File: src/rtl/err_irq_pkg.sv
package err_irq_pkg;

  // Register selects produced by the address decoder
  typedef enum logic [2:0] {
    SEL_NONE = 3'd0,
    SEL_RAW  = 3'd1,
    SEL_MSK  = 3'd2,
    SEL_ENS  = 3'd3,
    SEL_ENC  = 3'd4
  } reg_sel_e;

  localparam int          EVT_W_DEF      = 6;
  localparam logic [11:0] OFS_RAW_DEF    = 12'h1C0;
  localparam logic [11:0] OFS_MSK_DEF    = 12'h1C4;
  localparam logic [11:0] OFS_ENS_DEF    = 12'h1C8;
  localparam logic [11:0] OFS_ENC_DEF    = 12'h1CC;
  localparam logic [5:0]  FATAL_MASK_DEF = 6'b01_0010;

endpackage

File: src/rtl/err_reg_decode.sv
module err_reg_decode
  import err_irq_pkg::*;
#(
  parameter int              ADDR_W  = 12,
  parameter logic [ADDR_W-1:0] OFS_RAW = ADDR_W'(OFS_RAW_DEF),
  parameter logic [ADDR_W-1:0] OFS_MSK = ADDR_W'(OFS_MSK_DEF),
  parameter logic [ADDR_W-1:0] OFS_ENS = ADDR_W'(OFS_ENS_DEF),
  parameter logic [ADDR_W-1:0] OFS_ENC = ADDR_W'(OFS_ENC_DEF)
) (
  input  logic [ADDR_W-1:0] addr_i,
  output reg_sel_e          sel_o
);

  always_comb begin
    sel_o = SEL_NONE;
    if (addr_i == OFS_RAW)      sel_o = SEL_RAW;
    else if (addr_i == OFS_MSK) sel_o = SEL_MSK;
    else if (addr_i == OFS_ENS) sel_o = SEL_ENS;
    else if (addr_i == OFS_ENC) sel_o = SEL_ENC;
  end

endmodule

File: src/rtl/err_status_bank.sv
module err_status_bank #(
  parameter int EVT_W = 6
) (
  input  logic             clk,
  input  logic             rst_n,
  input  logic [EVT_W-1:0] evt_i,
  input  logic [EVT_W-1:0] clr_i,
  output logic [EVT_W-1:0] raw_o
);

  logic [EVT_W-1:0] raw_q;

  // One sticky bit per event; a new event has priority over a clear
  for (genvar i = 0; i < EVT_W; i++) begin : g_bit
    always_ff @(posedge clk) begin
      if (!rst_n)        raw_q[i] <= 1'b0;
      else if (evt_i[i]) raw_q[i] <= 1'b1;
      else if (clr_i[i]) raw_q[i] <= 1'b0;
    end
  end

  assign raw_o = raw_q;

  AST_EVT_STICKS: assert property (@(posedge clk) disable iff (!rst_n)
    (evt_i != '0) |=> ((raw_q & $past(evt_i)) == $past(evt_i)));

  AST_W1C_DROPS: assert property (@(posedge clk) disable iff (!rst_n)
    (clr_i != '0) |=> ((raw_q & $past(clr_i) & ~$past(evt_i)) == '0));

  AST_QUIET_HOLDS: assert property (@(posedge clk) disable iff (!rst_n)
    ((evt_i == '0) && (clr_i == '0)) |=> $stable(raw_q));

endmodule

File: src/rtl/err_enable_bank.sv
module err_enable_bank #(
  parameter int EVT_W = 6
) (
  input  logic             clk,
  input  logic             rst_n,
  input  logic [EVT_W-1:0] set_i,
  input  logic [EVT_W-1:0] clr_i,
  output logic [EVT_W-1:0] en_o
);

  logic [EVT_W-1:0] en_q;

  always_ff @(posedge clk) begin
    if (!rst_n) en_q <= '0;
    else        en_q <= (en_q | set_i) & ~clr_i;
  end

  assign en_o = en_q;

  AST_EN_SET: assert property (@(posedge clk) disable iff (!rst_n)
    ((set_i != '0) && (clr_i == '0)) |=> ((en_q & $past(set_i)) == $past(set_i)));

  AST_EN_CLR: assert property (@(posedge clk) disable iff (!rst_n)
    (clr_i != '0) |=> ((en_q & $past(clr_i)) == '0));

endmodule

File: src/rtl/err_irq_out.sv
module err_irq_out #(
  parameter int               EVT_W      = 6,
  parameter logic [EVT_W-1:0] FATAL_MASK = EVT_W'(6'b01_0010)
) (
  input  logic [EVT_W-1:0] raw_i,
  input  logic [EVT_W-1:0] en_i,
  output logic [EVT_W-1:0] masked_o,
  output logic             irq_o,
  output logic             fatal_o
);

  always_comb begin
    masked_o = raw_i & en_i;
    irq_o    = |masked_o;
    fatal_o  = |(masked_o & FATAL_MASK);
  end

endmodule

File: src/rtl/err_irq_unit.sv
module err_irq_unit
  import err_irq_pkg::*;
#(
  parameter int ADDR_W = 12,
  parameter int DATA_W = 32,
  parameter int EVT_W  = EVT_W_DEF
) (
  input  logic              clk,
  input  logic              rst_n,
  input  logic              req_valid,
  output logic              req_ready,
  input  logic              req_write,
  input  logic [ADDR_W-1:0] req_addr,
  input  logic [DATA_W-1:0] req_wdata,
  output logic              rsp_valid,
  output logic [DATA_W-1:0] rsp_rdata,
  input  logic [EVT_W-1:0]  err_evt,
  output logic              err_irq,
  output logic              err_fatal
);

  localparam int PAD_W = DATA_W - EVT_W;
  localparam logic [EVT_W-1:0] FMASK = EVT_W'(FATAL_MASK_DEF);

  reg_sel_e         sel;
  logic             wr_fire, rd_fire;
  logic [EVT_W-1:0] wbits;
  logic [EVT_W-1:0] st_clr, en_set, en_clr;
  logic [EVT_W-1:0] raw, en, masked;
  logic [EVT_W-1:0] rd_mux;
  logic             unused_wdata;

  assign req_ready    = 1'b1;
  assign wr_fire      = req_valid && req_write;
  assign rd_fire      = req_valid && !req_write;
  assign wbits        = req_wdata[EVT_W-1:0];
  assign unused_wdata = ^req_wdata[DATA_W-1:EVT_W];

  err_reg_decode #(.ADDR_W(ADDR_W)) u_dec (
    .addr_i (req_addr),
    .sel_o  (sel)
  );

  assign st_clr = (wr_fire && sel == SEL_MSK) ? wbits : '0;
  assign en_set = (wr_fire && sel == SEL_ENS) ? wbits : '0;
  assign en_clr = (wr_fire && sel == SEL_ENC) ? wbits : '0;

  err_status_bank #(.EVT_W(EVT_W)) u_status (
    .clk   (clk),
    .rst_n (rst_n),
    .evt_i (err_evt),
    .clr_i (st_clr),
    .raw_o (raw)
  );

  err_enable_bank #(.EVT_W(EVT_W)) u_enable (
    .clk   (clk),
    .rst_n (rst_n),
    .set_i (en_set),
    .clr_i (en_clr),
    .en_o  (en)
  );

  err_irq_out #(.EVT_W(EVT_W), .FATAL_MASK(FMASK)) u_out (
    .raw_i    (raw),
    .en_i     (en),
    .masked_o (masked),
    .irq_o    (err_irq),
    .fatal_o  (err_fatal)
  );

  always_comb begin
    unique case (sel)
      SEL_RAW:          rd_mux = raw;
      SEL_MSK:          rd_mux = masked;
      SEL_ENS, SEL_ENC: rd_mux = en;
      default:          rd_mux = '0;
    endcase
  end

  always_ff @(posedge clk) begin
    if (!rst_n) begin
      rsp_valid <= 1'b0;
      rsp_rdata <= '0;
    end else begin
      rsp_valid <= rd_fire;
      if (rd_fire) rsp_rdata <= {{PAD_W{1'b0}}, rd_mux};
    end
  end

  AST_RSP_AFTER_READ: assert property (@(posedge clk) disable iff (!rst_n)
    rd_fire |=> rsp_valid);

  AST_NO_RSP_WRITE: assert property (@(posedge clk) disable iff (!rst_n)
    !rd_fire |=> !rsp_valid);

  AST_FATAL_IN_IRQ: assert property (@(posedge clk) disable iff (!rst_n)
    err_fatal |-> err_irq);

  AST_UPPER_ZERO: assert property (@(posedge clk) disable iff (!rst_n)
    rsp_valid |-> (rsp_rdata[DATA_W-1:EVT_W] == '0));

  AST_RAW_WR_IGNORED: assert property (@(posedge clk) disable iff (!rst_n)
    (wr_fire && sel == SEL_RAW && err_evt == '0) |=> ($stable(raw) && $stable(en)));

endmodule

File: config.mk
export PLATFORM = sky130hd
export DESIGN_NAME = err_irq_unit
export DESIGN_NICKNAME = d
export VERILOG_FILES = /design/src/rtl/err_irq_pkg.sv /design/src/rtl/err_reg_decode.sv /design/src/rtl/err_status_bank.sv /design/src/rtl/err_enable_bank.sv /design/src/rtl/err_irq_out.sv /design/src/rtl/err_irq_unit.sv
export SDC_FILE = /design/constraint.sdc
export NUM_CORES = 1
export LEC_CHECK = 0
export BUFFER_PORTS_ARGS = -buffer_cell sky130_fd_sc_hd__buf_2
export CAP_MARGIN = 5
export CORE_MARGIN = 3
export CORE_UTILIZATION = 41
export DETAILED_ROUTE_END_ITERATION = 16
export PLACE_DENSITY_LB_ADDON = 0.25
export SLEW_MARGIN = 20
export SYNTH_ARGS = -nofsm -noshare
export SYNTH_HDL_FRONTEND = slang
export SYNTH_SLANG_ARGS = --single-unit
File: constraint.sdc
create_clock -name clk -period 4.7 [get_ports clk]
set_clock_uncertainty 0.15 [all_clocks]
set_input_delay 1.41 -clock clk [delete_from_list [all_inputs] [get_ports clk]]
set_output_delay 1.41 -clock clk [all_outputs]
set_load 0.01 [all_outputs]
==> flow_summary.rst <==
.. list-table::
   :header-rows: 1

   * - Metric
     - Value
   * - Status
     - completed
   * - WL/cell
     - 12.45 um
   * - Area fraction of the dominant cell type after synthesis
     - 34.16%
   * - Maximum number of pins on one net before global-route repair
     - 21
   * - Relative slew margins
     - 52.03%
   * - Insertion delay to the later sink of the worst-skew pair
     - 0.30 ns
   * - Post-Synthesis Cell Area
     - 0.001114 mm2
   * - Drc violations
     - 0
   * - Critical path class
     - input port to register
   * - Post-synthesis register bit count
     - 19
   * - Time the worst path needs with I/O delays and setup
     - 2.981 ns
   * - Post-CTS Setup Inserts
     - 0
   * - Slowest cell on the critical path
     - nor4_2
   * - Wire length of the first global-routing pass
     - 3.953 mm
   * - Instance count after placement with tap cells included
     - 186
   * - Final TNS setup
     - 0 ns
   * - NetSw
     - 0.00008126 W
   * - Chip Width
     - 58.12 um
   * - Number of enable-type register cells in the synthesized netlist
     - 0
   * - Worst vdd ir
     - 0.1012 mV
   * - Number of buffers created by CTS
     - 3
   * - Total power per unit cell area
     - 242.2 mW/mm2
   * - Port buffer count
     - 36
   * - Buffer cell driving the clock tree root
     - clkbuf_4
   * - Area of the die
     - 0.003377 mm2
   * - Number of vias per cell after detailed routing
     - 5.105
   * - Cell with the most instances after synthesis
     - buf_4
   * - Layout cell share with drive strength beyond 1
     - 30.00%
   * - Unique cell type count in the Yosys netlist
     - 26
   * - Via total after detailed routing
     - 970
   * - Yosys warns
     - 0
   * - RSZ-0062 raised after global routing
     - false
   * - Row Count
     - 18
   * - Met2 wire length
     - 1.060 mm
   * - Iteration-0 DRC Markers
     - 17
   * - Total global routing track utilization
     - 15.15%
   * - Diode insertion count for antenna repair
     - 0
   * - Signed area change from the synthesized netlist to the final layout
     - 8.764%
   * - Sw Share
     - 27.70%
   * - Fin nets
     - 215
   * - Final setup violation count
     - 0
   * - Cell type with the largest total area after synthesis
     - dfxtp_1
   * - Combinational cell fraction of total power
     - 14.7%
   * - Met3 WL post-DR
     - 231 um
   * - Dominant synthesized flop cell
     - dfxtp_1
   * - Residual antenna-violating net count after detailed routing
     - 0
   * - MaxCap Viol Count
     - 0
   * - Fin worst setup slack
     - 1.719 ns
   * - Final Hold Viols
     - 0
   * - Clk network pwr share
     - 28.1%
   * - Number of levels in the clock H-tree
     - 1
   * - Critical Path Sink Type
     - register
   * - Data required time of the critical path
     - 4.72 ns
   * - Total clock sinks
     - 19
   * - Class of the most critical hold timing path
     - register to register
   * - Final estimated routing congestion in global placement
     - 0.7789
   * - Final cell count without fillers
     - 190
   * - Combined area of the multi-input logic cells
     - 564.3 um2
   * - Number of gates resized after cts
     - 0
   * - Initial DRT Pass Iterations
     - 4
   * - Post-Route WL
     - 2.365 mm
   * - Relative contribution of sequential cells to total power
     - 57.2%
   * - Highest achievable clock rate
     - 335.5 MHz
   * - Met1 Routed Length
     - 984 um
   * - Int Pwr
     - 0.0002121 W
   * - Overall die height
     - 58.12 um
   * - Vias in the first global route
     - 886
   * - Number of buffers added to fix hold violations after cts
     - 0
   * - DP Worst Slack
     - 1.414 ns
   * - Final clock period utilization by the worst path
     - 63.43%
   * - Gr ovfl total
     - 0
   * - Core area
     - 0.002522 mm2
   * - Endpoint arrival time on the critical path
     - 3.00 ns
   * - Leak Pwr
     - 0.5455 nW
   * - Top Ports
     - 90
   * - Post-synthesis sequential area ratio
     - 34.16%
   * - Buffer depth of the longest clock path
     - 2
   * - Fill cells
     - 262
   * - Startpoint type of the worst setup path
     - input port
   * - Register Area
     - 380.4 um2
   * - Post-route core utilization
     - 48.02%
   * - Half-perimeter wire length after detailed placement
     - 1.843 mm
   * - Highest metal used
     - met4
   * - Mapped Cells
     - 130
   * - Top cells by area, synth
     - dfxtp_1, buf_4, mux2i_1, o21ai_2, a31oi_1
   * - Effective utilization at floorplan
     - 44.15%
   * - Most common library cells after synthesis
     - buf_4, dfxtp_1, clkbuf_1, nand2_1
   * - Initial antenna violation count
     - 0
   * - Maximum fanout encountered on the critical timing path
     - 8
   * - Synthesized area per cell
     - 8.566 um2
   * - Post-synth ARST share
     - 0%
   * - Clock-pin slew reported for the worst setup and hold paths after clock tree synthesis
     - 0.10 ns
   * - CTS tree
     - done
   * - Slew @ Worst Pin
     - 0.7136 ns
   * - Largest stage delay, worst path
     - 0.66 ns
   * - Count of final max-slew check failures
     - 0
   * - Cells along the critical path
     - buf_2, or4bb_1, nor4_2, a31oi_1
[flip-flops by register name, summed over array words and instances, names as in the netlist]
signal	flops
u_status.raw_o	6
rsp_rdata	6
rsp_valid	1
u_enable.en_o	6
[critical path: cells and delay by family]
| family | cells | cell delay (ns) |
|---|---|---|
| buffers and inverters | 1 | 0.09 |
| AND/OR/NAND/NOR | 2 | 1.31 |
| AO/OA/AOI/OAI | 1 | 0.18 |
[layer usage]
metal | vias to the layer above | track usage [%]
li1 | 474 | -
met5 | - | 0
met4 | 0 | 10.26
met2 | 56 | 22.90
met1 | 432 | 19.54
met3 | 8 | 2.673
[per-stage QoR]
| step | area, um2 | hold WS, ns | total power, W |
|---|---|---|---|
| detailed placement | 1185 | 0.3133 | 0.0002140 |
| global placement | 1185 | 0.3081 | 0.0002131 |
| floorplan | 1207 | 0.2984 | 0.0002144 |
| CTS | 1211 | 0.3286 | 0.0002972 |
| global route | 1211 | 0.3431 | 0.0003111 |
| finish | 1211 | 0.3257 | 0.0002933 |
[kinds of logic after synthesis]
group           Yosys count  share of synthesized area, %
buf+inv                  41                         23.60
other cells               2                        0.6744
mux                       6                         5.393
compound gates           27                         16.41
simple gates             35                         19.78
flops                    19                         34.16
[cells in the final DEF (no fill, tap or decap), types with 3 or more instances in the layout]
cell type,netlist,routed
buf_2,0,36
conb_1,2,27
dfxtp_1,19,19
nand2_1,7,7
nand4_1,6,6
nor4_1,6,6
mux2i_1,6,6
inv_1,6,6
o21ai_0,6,6
a31oi_1,6,6
o22ai_1,6,6
nand3_1,6,6
o21ai_2,6,6
nand2b_1,3,3
clkbuf_4,0,3
[worst paths after layout]
check / startpoint / to / slack [ns] / cells past startpoint
worst max-delay path: req_addr[5] / u_status.raw_o[2] / 1.72 / 4
worst min-delay path: rsp_rdata[4] / rsp_rdata[4] / 0.33 / 2
worst min register to register: rsp_rdata[4] / rsp_rdata[4] / 0.33 / 2
worst max register to register: u_status.raw_o[2] / u_status.raw_o[2] / 3.83 / 2
[power by group through the flow]
stage | sequential [W] | combinational (W) | clock [W]
5_1_grt | 0.000169 | 0.0000488 | 0.0000936
3_5_place_dp | 0.000172 | 0.0000425 | 0
4_1_cts | 0.000168 | 0.0000427 | 0.0000867
6_report | 0.000168 | 0.0000431 | 0.0000824
3_3_place_gp | 0.000172 | 0.0000415 | 0
2_1_floorplan | 0.000171 | 0.0000437 | 0
[layout make-up]
cell class	count	share of cell area [%]
tap	30	3.099
sequential	19	31.41
timing repair buffer	36	14.88
inverter	6	1.860
multi-input combinational	95	46.59
clock buffer	4	2.169
Note: power is estimated with default switching activity, not from simulation.
